File: config.mk
export PLATFORM = sky130hd
export DESIGN_NAME = axbe_err_monitor
export DESIGN_NICKNAME = d
export VERILOG_FILES = /design/src/rtl/axbe_pkg.sv /design/src/rtl/axbe_addr_match.sv /design/src/rtl/axbe_cmd_check.sv /design/src/rtl/axbe_resp_track.sv /design/src/rtl/axbe_status_reg.sv /design/src/rtl/axbe_err_monitor.sv
export SDC_FILE = /design/constraint.sdc
export NUM_CORES = 1
export LEC_CHECK = 0
export ABC_AREA = 1
export BUFFER_PORTS_ARGS = -buffer_cell sky130_fd_sc_hd__buf_2
export CAP_MARGIN = 10
export CORE_AREA = 2 2 200 202
export CTS_CLUSTER_DIAMETER = 150
export DETAILED_ROUTE_END_ITERATION = 16
export DIE_AREA = 0 0 202 204
export PLACE_DENSITY_LB_ADDON = 0.3
export REMOVE_ABC_BUFFERS = 1
export SYNTH_ARGS = -nofsm -noshare
export SYNTH_HDL_FRONTEND = slang
export SYNTH_HIERARCHICAL = 1
export SYNTH_SLANG_ARGS = --single-unit
File: constraint.sdc
create_clock -name clk -period 3.48 [get_ports clk]
set_input_delay 0.87 -clock clk [delete_from_list [all_inputs] [get_ports clk]]
set_output_delay 0.87 -clock clk [all_outputs]
set_load 0.05 [all_outputs]
File: src/rtl/axbe_pkg.sv
package axbe_pkg;
   localparam int STATUS_W   = 64;
   localparam int CH_ERR_W   = 9;
   localparam int WR_OFFSET  = 16;

   localparam int CE_LOCAL_DEC  = 0;
   localparam int CE_SLV_DEC    = 1;
   localparam int CE_SLV_ERR    = 2;
   localparam int CE_NONMOD_WRP = 3;
   localparam int CE_FIXED      = 4;
   localparam int CE_MULTI      = 5;
   localparam int CE_TIMEOUT    = 6;
   localparam int CE_WRAP_SIZE  = 7;
   localparam int CE_NARROW     = 8;

   localparam int SE_OVF0    = 32;
   localparam int SE_OVF1    = 33;
   localparam int SE_GATED   = 34;
   localparam int SE_PORTCHK = 40;

   localparam logic [1:0] BURST_FIXED = 2'd0;
   localparam logic [1:0] BURST_INCR  = 2'd1;
   localparam logic [1:0] BURST_WRAP  = 2'd2;

   localparam logic [1:0] RESP_SLVERR = 2'd2;
   localparam logic [1:0] RESP_DECERR = 2'd3;

   typedef logic [CH_ERR_W-1:0] ch_err_t;

   function automatic logic [STATUS_W-1:0] impl_mask();
      logic [STATUS_W-1:0] m;
      m = '0;
      m[CH_ERR_W-1:0]                   = '1;
      m[WR_OFFSET +: CH_ERR_W]          = '1;
      m[SE_OVF0]    = 1'b1;
      m[SE_OVF1]    = 1'b1;
      m[SE_GATED]   = 1'b1;
      m[SE_PORTCHK] = 1'b1;
      return m;
   endfunction
endpackage

File: src/rtl/axbe_addr_match.sv
module axbe_addr_match #(
   parameter int AW    = 32,
   parameter int N_ENT = 4
) (
   input  logic [AW-1:0]       addr,
   input  logic [N_ENT*AW-1:0] base,
   input  logic [N_ENT*AW-1:0] mask,
   output logic                hit_none,
   output logic                hit_multi
);
   logic [N_ENT-1:0] hits;

   for (genvar i = 0; i < N_ENT; i++) begin : g_ent
      assign hits[i] = ((addr ^ base[i*AW +: AW]) & mask[i*AW +: AW]) == '0;
   end

   assign hit_none  = (hits == '0);
   assign hit_multi = ((hits & (hits - 1'b1)) != '0);
endmodule

File: src/rtl/axbe_cmd_check.sv
module axbe_cmd_check
   import axbe_pkg::*;
#(
   parameter int AW         = 32,
   parameter int N_ENT      = 4,
   parameter int LINE_BYTES = 64,
   parameter int BUS_BYTES  = 8
) (
   input  logic                hs,
   input  logic [AW-1:0]       addr,
   input  logic [1:0]          burst,
   input  logic [2:0]          size,
   input  logic [7:0]          len,
   input  logic [3:0]          cache,
   input  logic [N_ENT*AW-1:0] base,
   input  logic [N_ENT*AW-1:0] mask,
   output ch_err_t             err,
   output logic                local_miss
);
   localparam int TOT_W = 16;
   localparam logic [TOT_W-1:0] LINE_V = TOT_W'(LINE_BYTES);
   localparam logic [TOT_W-1:0] BUS_V  = TOT_W'(BUS_BYTES);

   logic             miss, multi;
   logic [TOT_W-1:0] beat_bytes, total_bytes;
   logic             is_wrap;

   axbe_addr_match #(.AW(AW), .N_ENT(N_ENT)) u_match (
      .addr      (addr),
      .base      (base),
      .mask      (mask),
      .hit_none  (miss),
      .hit_multi (multi)
   );

   assign beat_bytes  = TOT_W'(1) << size;
   assign total_bytes = (TOT_W'(len) + TOT_W'(1)) << size;
   assign is_wrap     = (burst == BURST_WRAP);

   always_comb begin
      err                = '0;
      err[CE_LOCAL_DEC]  = hs && miss;
      err[CE_MULTI]      = hs && multi;
      err[CE_FIXED]      = hs && (burst == BURST_FIXED);
      err[CE_NONMOD_WRP] = hs && is_wrap && !cache[0];
      err[CE_WRAP_SIZE]  = hs && is_wrap && (total_bytes != LINE_V);
      err[CE_NARROW]     = hs && (beat_bytes < BUS_V);
   end

   assign local_miss = hs && miss;
endmodule

File: src/rtl/axbe_resp_track.sv
module axbe_resp_track
   import axbe_pkg::*;
#(
   parameter int TO_W = 16
) (
   input  logic            clk,
   input  logic            rst_n,
   input  logic            cmd_hs,
   input  logic            rsp_hs,
   input  logic            rsp_last,
   input  logic [1:0]      rsp_code,
   input  logic            to_en,
   input  logic [TO_W-1:0] to_limit,
   output logic            err_slv,
   output logic            err_dec,
   output logic            err_to
);
   logic            busy, fired;
   logic [TO_W-1:0] cnt;

   assign err_slv = rsp_hs && (rsp_code == RESP_SLVERR);
   assign err_dec = rsp_hs && (rsp_code == RESP_DECERR);
   assign err_to  = busy && to_en && !fired && (cnt == to_limit);

   always_ff @(posedge clk or negedge rst_n) begin
      if (!rst_n) begin
         busy  <= 1'b0;
         fired <= 1'b0;
         cnt   <= '0;
      end else if (cmd_hs) begin
         busy  <= 1'b1;
         fired <= 1'b0;
         cnt   <= '0;
      end else if (rsp_hs && rsp_last) begin
         busy  <= 1'b0;
      end else if (busy && to_en && !fired) begin
         if (cnt == to_limit) fired <= 1'b1;
         else                 cnt   <= cnt + 1'b1;
      end
   end
endmodule

File: src/rtl/axbe_status_reg.sv
module axbe_status_reg
   import axbe_pkg::*;
(
   input  logic                clk,
   input  logic                rst_n,
   input  logic [STATUS_W-1:0] ev,
   input  logic                wr,
   input  logic [STATUS_W-1:0] wdata,
   output logic [STATUS_W-1:0] status
);
   localparam logic [STATUS_W-1:0] IMPL = impl_mask();

   always_ff @(posedge clk or negedge rst_n) begin
      if (!rst_n)                 status <= '0;
      else if (wr)                status <= status & wdata;
      else if (status == '0)      status <= ev & IMPL;
   end
endmodule

File: src/rtl/axbe_err_monitor.sv
module axbe_err_monitor
   import axbe_pkg::*;
#(
   parameter int AW         = 32,
   parameter int N_ENT      = 4,
   parameter int LINE_BYTES = 64,
   parameter int BUS_BYTES  = 8,
   parameter int TO_W       = 16
) (
   input  logic                clk,
   input  logic                rst_n,
   input  logic [N_ENT*AW-1:0] cfg_base,
   input  logic [N_ENT*AW-1:0] cfg_mask,
   input  logic                cfg_to_en,
   input  logic [TO_W-1:0]     cfg_to_limit,
   input  logic                ar_valid,
   input  logic                ar_ready,
   input  logic [AW-1:0]       ar_addr,
   input  logic [1:0]          ar_burst,
   input  logic [2:0]          ar_size,
   input  logic [7:0]          ar_len,
   input  logic [3:0]          ar_cache,
   input  logic                aw_valid,
   input  logic                aw_ready,
   input  logic [AW-1:0]       aw_addr,
   input  logic [1:0]          aw_burst,
   input  logic [2:0]          aw_size,
   input  logic [7:0]          aw_len,
   input  logic [3:0]          aw_cache,
   input  logic                r_valid,
   input  logic                r_ready,
   input  logic [1:0]          r_resp,
   input  logic                r_last,
   input  logic                b_valid,
   input  logic                b_ready,
   input  logic [1:0]          b_resp,
   input  logic                cnt0_ovf,
   input  logic                cnt1_ovf,
   input  logic                gated_hit,
   input  logic                portchk_err,
   input  logic                csr_wr,
   input  logic [63:0]         csr_wdata,
   output logic [63:0]         status,
   output logic                ar_local_err,
   output logic                aw_local_err
);
   localparam int N_CH = 2;

   if (N_ENT < 1 || N_ENT > 32) begin : g_bad_ent
      $error("N_ENT out of range");
   end
   if (BUS_BYTES < 1 || (BUS_BYTES & (BUS_BYTES - 1)) != 0) begin : g_bad_bus
      $error("BUS_BYTES must be a power of two");
   end
   if (LINE_BYTES < BUS_BYTES || LINE_BYTES > 32768) begin : g_bad_line
      $error("LINE_BYTES out of range");
   end
   if (TO_W < 2 || TO_W > 32) begin : g_bad_to
      $error("TO_W out of range");
   end

   logic [N_CH-1:0]          c_hs, c_rhs, c_rlast, c_miss;
   logic [N_CH-1:0][AW-1:0]  c_addr;
   logic [N_CH-1:0][1:0]     c_burst, c_rcode;
   logic [N_CH-1:0][2:0]     c_size;
   logic [N_CH-1:0][7:0]     c_len;
   logic [N_CH-1:0][3:0]     c_cache;
   ch_err_t [N_CH-1:0]       ch_err;
   logic [STATUS_W-1:0]      ev;

   assign c_hs    = {aw_valid && aw_ready, ar_valid && ar_ready};
   assign c_addr  = {aw_addr, ar_addr};
   assign c_burst = {aw_burst, ar_burst};
   assign c_size  = {aw_size, ar_size};
   assign c_len   = {aw_len, ar_len};
   assign c_cache = {aw_cache, ar_cache};
   assign c_rhs   = {b_valid && b_ready, r_valid && r_ready};
   assign c_rlast = {1'b1, r_last};
   assign c_rcode = {b_resp, r_resp};

   for (genvar c = 0; c < N_CH; c++) begin : g_ch
      ch_err_t cmd_err, rsp_err;
      logic    slv, dec, tmo;

      axbe_cmd_check #(
         .AW(AW), .N_ENT(N_ENT), .LINE_BYTES(LINE_BYTES), .BUS_BYTES(BUS_BYTES)
      ) u_cmd (
         .hs         (c_hs[c]),
         .addr       (c_addr[c]),
         .burst      (c_burst[c]),
         .size       (c_size[c]),
         .len        (c_len[c]),
         .cache      (c_cache[c]),
         .base       (cfg_base),
         .mask       (cfg_mask),
         .err        (cmd_err),
         .local_miss (c_miss[c])
      );

      axbe_resp_track #(.TO_W(TO_W)) u_rsp (
         .clk      (clk),
         .rst_n    (rst_n),
         .cmd_hs   (c_hs[c]),
         .rsp_hs   (c_rhs[c]),
         .rsp_last (c_rlast[c]),
         .rsp_code (c_rcode[c]),
         .to_en    (cfg_to_en),
         .to_limit (cfg_to_limit),
         .err_slv  (slv),
         .err_dec  (dec),
         .err_to   (tmo)
      );

      always_comb begin
         rsp_err             = '0;
         rsp_err[CE_SLV_ERR] = slv;
         rsp_err[CE_SLV_DEC] = dec;
         rsp_err[CE_TIMEOUT] = tmo;
      end

      assign ch_err[c] = cmd_err | rsp_err;
   end

   always_comb begin
      ev = '0;
      for (int c = 0; c < N_CH; c++) ev[c*WR_OFFSET +: CH_ERR_W] = ch_err[c];
      ev[SE_OVF0]    = cnt0_ovf;
      ev[SE_OVF1]    = cnt1_ovf;
      ev[SE_GATED]   = gated_hit;
      ev[SE_PORTCHK] = portchk_err;
   end

   axbe_status_reg u_stat (
      .clk    (clk),
      .rst_n  (rst_n),
      .ev     (ev),
      .wr     (csr_wr),
      .wdata  (csr_wdata),
      .status (status)
   );

   assign ar_local_err = c_miss[0];
   assign aw_local_err = c_miss[1];
endmodule

==> results of run 1 <==
==> cell type report <==
type	count	share of cell area, %
well taps	525	4.03
repair buffers	524	16.4
diodes	17	0.261
flip-flops and latches	100	15.4
clock inverters	6	0.369
multi-input cells	1979	53.8
inverters	361	8.32
clock buffers	10	1.40
==> layer usage <==
layer	up-vias	track usage (%)
met5	-	0
met4	4	9.51
met3	76	3.97
met2	469	41.0
met1	7121	28.7
li1	8692	-
==> worst reg2reg max path: stages (launching register included) <==
cell,delay [ps]
dfrtp_1,490
inv_1,70
nand2_1,60
nand2_1,60
nor2_1,120
nand2_1,70
nor2_2,150
nand2_4,190
nor2_1,260
inv_1,70
nand2_1,60
nand2_1,50
nand2_1,70
nand2_1,50
nand2_1,60
==> final timing paths <==
check                                      from  depth (start not counted)                    to
setup / recovery                    ar_addr[24]                         13          ar_local_err
hold reg to reg              g_ch[1].u_rsp/busy                          2    g_ch[1].u_rsp/busy
max in group asynchronous                 rst_n                          2     u_stat/status[45]
setup reg to reg           g_ch[1].u_rsp/cnt[2]                         14     u_stat/status[22]
hold / removal               g_ch[1].u_rsp/busy                          2    g_ch[1].u_rsp/busy
min in group asynchronous                 rst_n                          1  g_ch[1].u_rsp/cnt[7]
==> placed cells by master (no fill, tap or decap), types with 6 or more instances in the layout <==
master / instances
nand4_1: 46
inv_1: 348
inv_2: 10
conb_1: 7
nor2_1: 247
clkbuf_16: 9
xor2_1: 16
nor2_4: 6
a21oi_1: 8
buf_2: 511
nor2_2: 13
o21ai_0: 35
dfrtp_1: 100
nand2_1: 1037
nand3_1: 436
nand2_2: 9
buf_4: 10
diode_2: 17
nand3_2: 20
or2_1: 72
==> power groups by stage <==
stage | Sequential (mW) | Combinational (mW) | Clock [mW]
after floorplan | 1.33 | 0.675 | 0
after global placement | 1.27 | 1.39 | 0
after detailed placement | 1.27 | 1.40 | 0
after CTS | 1.25 | 1.41 | 1.03
after global routing | 1.26 | 1.60 | 1.07
final | 1.25 | 1.41 | 1.00
==> state kept, by name, indices dropped and copies added, names as in the netlist <==
name              count
g_ch.u_rsp/fired      2
u_stat/status        64
g_ch.u_rsp/busy       2
g_ch.u_rsp/cnt       32
==> metrics by stage <==
step / std cells / power, mW
2_1_floorplan: 2440 / 2.00
3_3_place_gp: 3489 / 2.67
3_5_place_dp: 3489 / 2.68
4_1_cts: 3505 / 3.69
5_1_grt: 3519 / 3.92
6_report: 3522 / 3.67
==> impl_metrics.prom, run 1 <==
# TYPE chip_impl_metric gauge
chip_impl_metric{name="multi_input_comb_area",unit="sq mm"} 0.00877
chip_impl_metric{name="cts-buffers-inserted",unit=""} 9
chip_impl_metric{name="setup_tns",unit="ps"} 0
chip_impl_metric{name="dp.final_hpwl",unit="um"} 42400
chip_impl_metric{name="vias_in_the_first_global_route",unit=""} 14500
chip_impl_metric{name="top_level_ports",unit=""} 521
chip_impl_metric{name="chipWidth",unit="um"} 202
chip_impl_metric{name="placementRows",unit=""} 73
chip_impl_metric{name="worst-path-max-fanout",unit=""} 8
chip_impl_metric{name="cts-htree-levels",unit=""} 3
chip_impl_info{name="timing.critical_path.from_type",value="input port"} 1
chip_impl_metric{name="leakage_dissipation",unit="nW"} 10.1
chip_impl_metric{name="gpl.final_weighted_congestion",unit=""} 0.953
chip_impl_metric{name="cp.required",unit="ps"} 2610
chip_impl_info{name="worst_path_dominant_cell_family",value="simple AND/OR/NAND/NOR gates"} 1
chip_impl_metric{name="floorplan.die.height",unit="um"} 204
chip_impl_metric{name="synthesis_warnings",unit=""} 6
chip_impl_metric{name="post_synth_instance_area",unit="sq mm"} 0.0130
chip_impl_metric{name="power-per-cell-area",unit="mW/mm^2"} 225
chip_impl_metric{name="wirelength_met1",unit="um"} 21300
chip_impl_metric{name="power.switching",unit="mW"} 1.44
chip_impl_metric{name="postCtsSetupBuffers",unit=""} 0
chip_impl_info{name="critical-path-slowest-cell",value="or2_1"} 1
chip_impl_metric{name="setup_slack_reg_to_reg",unit="ps"} 1570
chip_impl_metric{name="layout-area-overhead-vs-synth",unit="%"} 25.1
chip_impl_metric{name="number_of_failing_hold_endpoints_at_the_final_stage",unit=""} 0
chip_impl_metric{name="initialDrtViolationCount",unit=""} 1132
chip_impl_metric{name="detailroute.via_count",unit=""} 16400
chip_impl_info{name="min-delay-path-class",value="reg2reg"} 1
chip_impl_metric{name="timing_worst_slew_pin_value",unit="ps"} 743
chip_impl_metric{name="max_cap_viol_count",unit=""} 0
chip_impl_metric{name="layout-drive-gt1-share",unit="%"} 20.3
chip_impl_metric{name="fin_crit",unit="ps"} 3310
chip_impl_metric{name="vdd_drop_max",unit="uV"} 195
chip_impl_metric{name="hold_ws",unit="ps"} 473
chip_impl_metric{name="clock_skew",unit="ps"} 16.9
chip_impl_metric{name="total_die_area",unit="sq mm"} 0.0412
chip_impl_metric{name="internal_dissipation",unit="mW"} 2.22
chip_impl_info{name="critPathKind",value="in2out"} 1
chip_impl_metric{name="synthesis.instances",unit=""} 2501
chip_impl_metric{name="cts_hold_buffers",unit=""} 0
chip_impl_metric{name="worstPathArrival",unit="ps"} 2440
chip_impl_metric{name="path_clk_slew",unit="ps"} 70
chip_impl_metric{name="worst-path-buf-inv",unit=""} 3
chip_impl_metric{name="grt_first_pass_wirelength",unit="um"} 77300
chip_impl_metric{name="post-place-ws",unit="ps"} 110
chip_impl_metric{name="postSynthAreaPerCell",unit="sq um"} 5.21
chip_impl_metric{name="initial_antenna_violation_count",unit=""} 21
chip_impl_metric{name="timing_max_transition_violations_final",unit=""} 0
chip_impl_metric{name="setup_violations",unit=""} 0
chip_impl_metric{name="final_critical_path_setup_slack",unit="ps"} 167
chip_impl_metric{name="cpPeakStageDelay",unit="ps"} 230
chip_impl_info{name="rsz0062_at_grt",value="no"} 1
chip_impl_metric{name="sequential_cell_area",unit="sq mm"} 0.00250
chip_impl_metric{name="coreArea",unit="sq mm"} 0.0392
chip_impl_info{name="routed.top_layer",value="met5"} 1
chip_impl_metric{name="clock_power_share",unit="%"} 27.3
chip_impl_metric{name="pwr-share-seq",unit="%"} 34.2
chip_impl_metric{name="routed_wire_length_per_instance",unit="um"} 14.2
chip_impl_metric{name="comb_power_share",unit="%"} 38.5
chip_impl_metric{name="drt_drc_violations_left",unit=""} 0
chip_impl_metric{name="detail_route.vias_per_cell",unit=""} 4.65
chip_impl_info{name="outcome",value="finished, final reports clean"} 1
chip_impl_metric{name="finalNetCount",unit=""} 3434
chip_impl_metric{name="initial_cell_density_of_the_core",unit="%"} 33.2
chip_impl_metric{name="final_core_utilization",unit="%"} 41.6
chip_impl_metric{name="grt.total_usage",unit="%"} 23.5
chip_impl_info{name="worstPathCellList",value="buf_2 -> or2_1 -> nand3_1 -> nand2_1 -> nor2_1 -> nand2_1 -> nor2_2 -> nand2_1 -> nand2_1 -> nor2_1 -> nand2_1 -> inv_1 -> clkbuf_4"} 1
chip_impl_metric{name="cts_resized",unit=""} 0
chip_impl_metric{name="placedInstanceArea",unit="sq mm"} 0.0159
chip_impl_metric{name="grt_start_max_net_pins",unit=""} 66
chip_impl_metric{name="p_sw_share",unit="%"} 39.3
chip_impl_info{name="critical_path.endpoint_type",value="primary output"} 1
chip_impl_metric{name="max-clock-path-buffers",unit=""} 2
chip_impl_info{name="critical-path-top-cell-by-count",value="nand2_1"} 1
chip_impl_metric{name="post-route-cell-area",unit="sq mm"} 0.0163
chip_impl_metric{name="grt_overflow_total",unit=""} 0
chip_impl_info{name="ctsRootBufferMaster",value="clkbuf_16"} 1
chip_impl_metric{name="detail-route-antenna-nets",unit=""} 0
chip_impl_metric{name="clock_insertion_delay_worst_skew",unit="ps"} 360
chip_impl_metric{name="placement.io_buffers",unit=""} 514
chip_impl_metric{name="met3RoutedLength",unit="um"} 2850
chip_impl_metric{name="dr.pass1.iters",unit=""} 7
chip_impl_metric{name="timing.final.crit_share",unit="%"} 95.2
chip_impl_info{name="cts_tree",value="built"} 1
chip_impl_metric{name="clock-sinks",unit=""} 100
chip_impl_metric{name="drt-total-wl",unit="um"} 50100
chip_impl_metric{name="slew_headroom",unit="%"} 50.5
chip_impl_metric{name="maxClockFrequency",unit="MHz"} 302
chip_impl_metric{name="route.met2.wl",unit="um"} 24300
chip_impl_metric{name="filler_cell_count",unit=""} 4458
(Power assumes the default switching activity.)
==> run 2, diff against run 1 <==
--- a/config.mk
+++ b/config.mk
@@ -8,7 +8,7 @@
 export ABC_AREA = 1
 export BUFFER_PORTS_ARGS = -buffer_cell sky130_fd_sc_hd__buf_2
 export CAP_MARGIN = 10
-export CORE_AREA = 2 2 200 202
+export CORE_AREA = 5 5 197 199
 export CTS_CLUSTER_DIAMETER = 150
 export DETAILED_ROUTE_END_ITERATION = 16
 export DIE_AREA = 0 0 202 204
==> run 2 against run 1 <==
  * Global-route usage up 1.7 points
  * Final area down 0.44%
  * Via count up 4.5%
  * First-iteration DRC count up 1.9%
  * Non-clock buffer count down 1
  * Critical endpoint unchanged
==> impl_metrics.prom, run 2 (synthesized netlist as in run 1, its figures left out) <==
# TYPE chip_impl_metric gauge
chip_impl_metric{name="cts-buffers-inserted",unit=""} 9
chip_impl_metric{name="number_of_failing_hold_endpoints_at_the_final_stage",unit=""} 0
chip_impl_metric{name="cp.required",unit="ps"} 2610
chip_impl_metric{name="cts_resized",unit=""} 0
chip_impl_metric{name="largest_register_ffs",unit=""} 64
chip_impl_info{name="critPathKind",value="in2out"} 1
chip_impl_metric{name="initialDrtViolationCount",unit=""} 1154
chip_impl_metric{name="drt_drc_violations_left",unit=""} 0
chip_impl_metric{name="clock_insertion_delay_worst_skew",unit="ps"} 360
chip_impl_metric{name="detailroute.via_count",unit=""} 17100
chip_impl_metric{name="path_clk_slew",unit="ps"} 70
chip_impl_metric{name="coreArea",unit="sq mm"} 0.0370
chip_impl_metric{name="vias_in_the_first_global_route",unit=""} 15800
chip_impl_metric{name="finalNetCount",unit=""} 3433
chip_impl_metric{name="finalNonFillerCells",unit=""} 3475
chip_impl_metric{name="detail-route-antenna-nets",unit=""} 0
chip_impl_metric{name="globalRouteMet1Util",unit="%"} 30.5
chip_impl_metric{name="gpl.final_weighted_congestion",unit=""} 0.980
chip_impl_metric{name="clock_skew",unit="ps"} 14.4
chip_impl_metric{name="total_die_area",unit="sq mm"} 0.0412
chip_impl_metric{name="floorplan.die.height",unit="um"} 204
chip_impl_metric{name="post-route-cell-area",unit="sq mm"} 0.0162
chip_impl_metric{name="drt-total-wl",unit="um"} 54600
chip_impl_info{name="min-delay-path-class",value="reg2reg"} 1
chip_impl_metric{name="fin_crit",unit="ps"} 3350
chip_impl_metric{name="power.switching",unit="mW"} 1.48
chip_impl_metric{name="timing_worst_slew_pin_value",unit="ps"} 1050
chip_impl_metric{name="layout-area-overhead-vs-synth",unit="%"} 24.6
chip_impl_metric{name="grt_first_pass_wirelength",unit="um"} 83800
chip_impl_info{name="top_register",value="u_stat/status"} 1
chip_impl_metric{name="final_core_utilization",unit="%"} 43.8
chip_impl_metric{name="grt_use_met3",unit="%"} 4.74
chip_impl_metric{name="power-per-cell-area",unit="mW/mm^2"} 228
chip_impl_metric{name="clock_power_share",unit="%"} 27.1
chip_impl_metric{name="initial_cell_density_of_the_core",unit="%"} 35.2
chip_impl_metric{name="placement.io_buffers",unit=""} 514
chip_impl_metric{name="cts_hold_buffers",unit=""} 0
chip_impl_metric{name="timing_max_transition_violations_final",unit=""} 0
chip_impl_metric{name="vdd_drop_max",unit="uV"} 180
chip_impl_metric{name="postCtsSetupBuffers",unit=""} 0
chip_impl_metric{name="grt_start_max_net_pins",unit=""} 87
chip_impl_info{name="grt_most_used_layer",value="met2"} 1
chip_impl_info{name="ctsRootBufferMaster",value="clkbuf_16"} 1
chip_impl_metric{name="layout-drive-gt1-share",unit="%"} 20.2
chip_impl_metric{name="cts-htree-levels",unit=""} 3
chip_impl_metric{name="setup_tns",unit="ps"} 0
chip_impl_metric{name="dr.pass1.iters",unit=""} 6
chip_impl_metric{name="slew_headroom",unit="%"} 29.8
chip_impl_metric{name="totalPowerFinal",unit="mW"} 3.70
chip_impl_metric{name="initial_antenna_violation_count",unit=""} 27
chip_impl_metric{name="leakage_dissipation",unit="nW"} 10.1
chip_impl_metric{name="comb_power_share",unit="%"} 38.9
chip_impl_metric{name="placed_cells",unit=""} 3437
chip_impl_metric{name="worstPathArrival",unit="ps"} 2480
chip_impl_metric{name="placedInstanceArea",unit="sq mm"} 0.0159
chip_impl_metric{name="maxClockFrequency",unit="MHz"} 298
chip_impl_metric{name="dp.final_hpwl",unit="um"} 46200
chip_impl_metric{name="pwr-share-seq",unit="%"} 33.9
chip_impl_info{name="leading_cell_type_in_the_layout_fill_and_taps_excluded",value="nand2_1"} 1
chip_impl_metric{name="max-clock-path-buffers",unit=""} 2
chip_impl_metric{name="timing.final.crit_share",unit="%"} 96.3
chip_impl_metric{name="chipWidth",unit="um"} 202
chip_impl_metric{name="use_met2",unit="%"} 43.3
chip_impl_metric{name="setup_violations",unit=""} 0
chip_impl_info{name="timing.critical_path.from_type",value="input port"} 1
chip_impl_metric{name="placementRows",unit=""} 71
chip_impl_info{name="critical_path.endpoint_type",value="primary output"} 1
chip_impl_metric{name="top_level_ports",unit=""} 521
chip_impl_metric{name="clock-sinks",unit=""} 100
chip_impl_metric{name="worst-path-max-fanout",unit=""} 5
chip_impl_metric{name="hold_ws",unit="ps"} 473
chip_impl_metric{name="grt.total_usage",unit="%"} 25.2
chip_impl_metric{name="internal_dissipation",unit="mW"} 2.22
chip_impl_info{name="outcome",value="finished, final reports clean"} 1
chip_impl_info{name="mostFrequentLayoutCells",value="nand2_1 (1,037), buf_2 (512), nand3_1 (436)"} 1
chip_impl_info{name="critPathLaunch",value="ar_addr[20]"} 1
chip_impl_metric{name="final_critical_path_setup_slack",unit="ps"} 128
chip_impl_info{name="timing.rr.start",value="u_stat/status[16]"} 1
chip_impl_info{name="cts_tree",value="built"} 1
chip_impl_metric{name="post-place-ws",unit="ps"} 97.8
chip_impl_metric{name="routed_wire_length_per_instance",unit="um"} 15.7
chip_impl_metric{name="max_cap_viol_count",unit=""} 0
chip_impl_metric{name="grt_overflow_total",unit=""} 0
chip_impl_info{name="min_from",value="g_ch[1].u_rsp/busy"} 1
chip_impl_metric{name="p_sw_share",unit="%"} 40.0
chip_impl_info{name="top_regs",value="u_stat/status x64, g_ch.u_rsp/cnt x32"} 1
chip_impl_metric{name="detail_route.vias_per_cell",unit=""} 4.92
==> run 2: layer usage <==
layer | vias to the layer above | wire, um
met5 | - | 42
met4 | 8 | 2310
met3 | 122 | 3860
met2 | 618 | 26600
met1 | 7663 | 21800
li1 | 8691 | -
==> run 2: worst paths after layout <==
kind	end	slack, ps	cells past startpoint
worst max register to register	u_stat/status[16]	1280	10
worst min-delay path	g_ch[1].u_rsp/busy	470	2
worst min register to register	g_ch[1].u_rsp/busy	470	2
max in group asynchronous	u_stat/status[8]	2210	2
min in group asynchronous	g_ch[1].u_rsp/cnt[8]	560	1
worst max-delay path	ar_local_err	130	14
==> run 2: worst max-delay path, cell delays in order <==
cell and delay (ps):
buf_2 130, inv_1 110, nand2_1 60, nand3_1 60, o21ai_0 110, nor2_1 250
nand2_1 110, nor2_2 160, nand2_1 80, nand2_1 80, nor2_1 60, nand2_1 80
inv_1 100, buf_4 210
==> run 2: power by group through the flow <==
| stage | registers [mW] | clock network (mW) | logic, mW |
|---|---|---|---|
| 5_1_grt | 1.26 | 1.06 | 1.62 |
| 2_1_floorplan | 1.33 | 0 | 0.675 |
| 4_1_cts | 1.26 | 1.03 | 1.43 |
| 3_5_place_dp | 1.28 | 0 | 1.43 |
| 3_3_place_gp | 1.28 | 0 | 1.39 |
| 6_report | 1.26 | 1.01 | 1.44 |
==> run 2: layout make-up <==
class	count	area [sq um]
sequential	100	2500
timing repair buffer	523	2670
multi-input combinational	1979	8760
clock buffer	10	229
tap	474	593
antenna	22	55.1
inverter	361	1360
clock inverter	6	56.3
fill	4150	20800
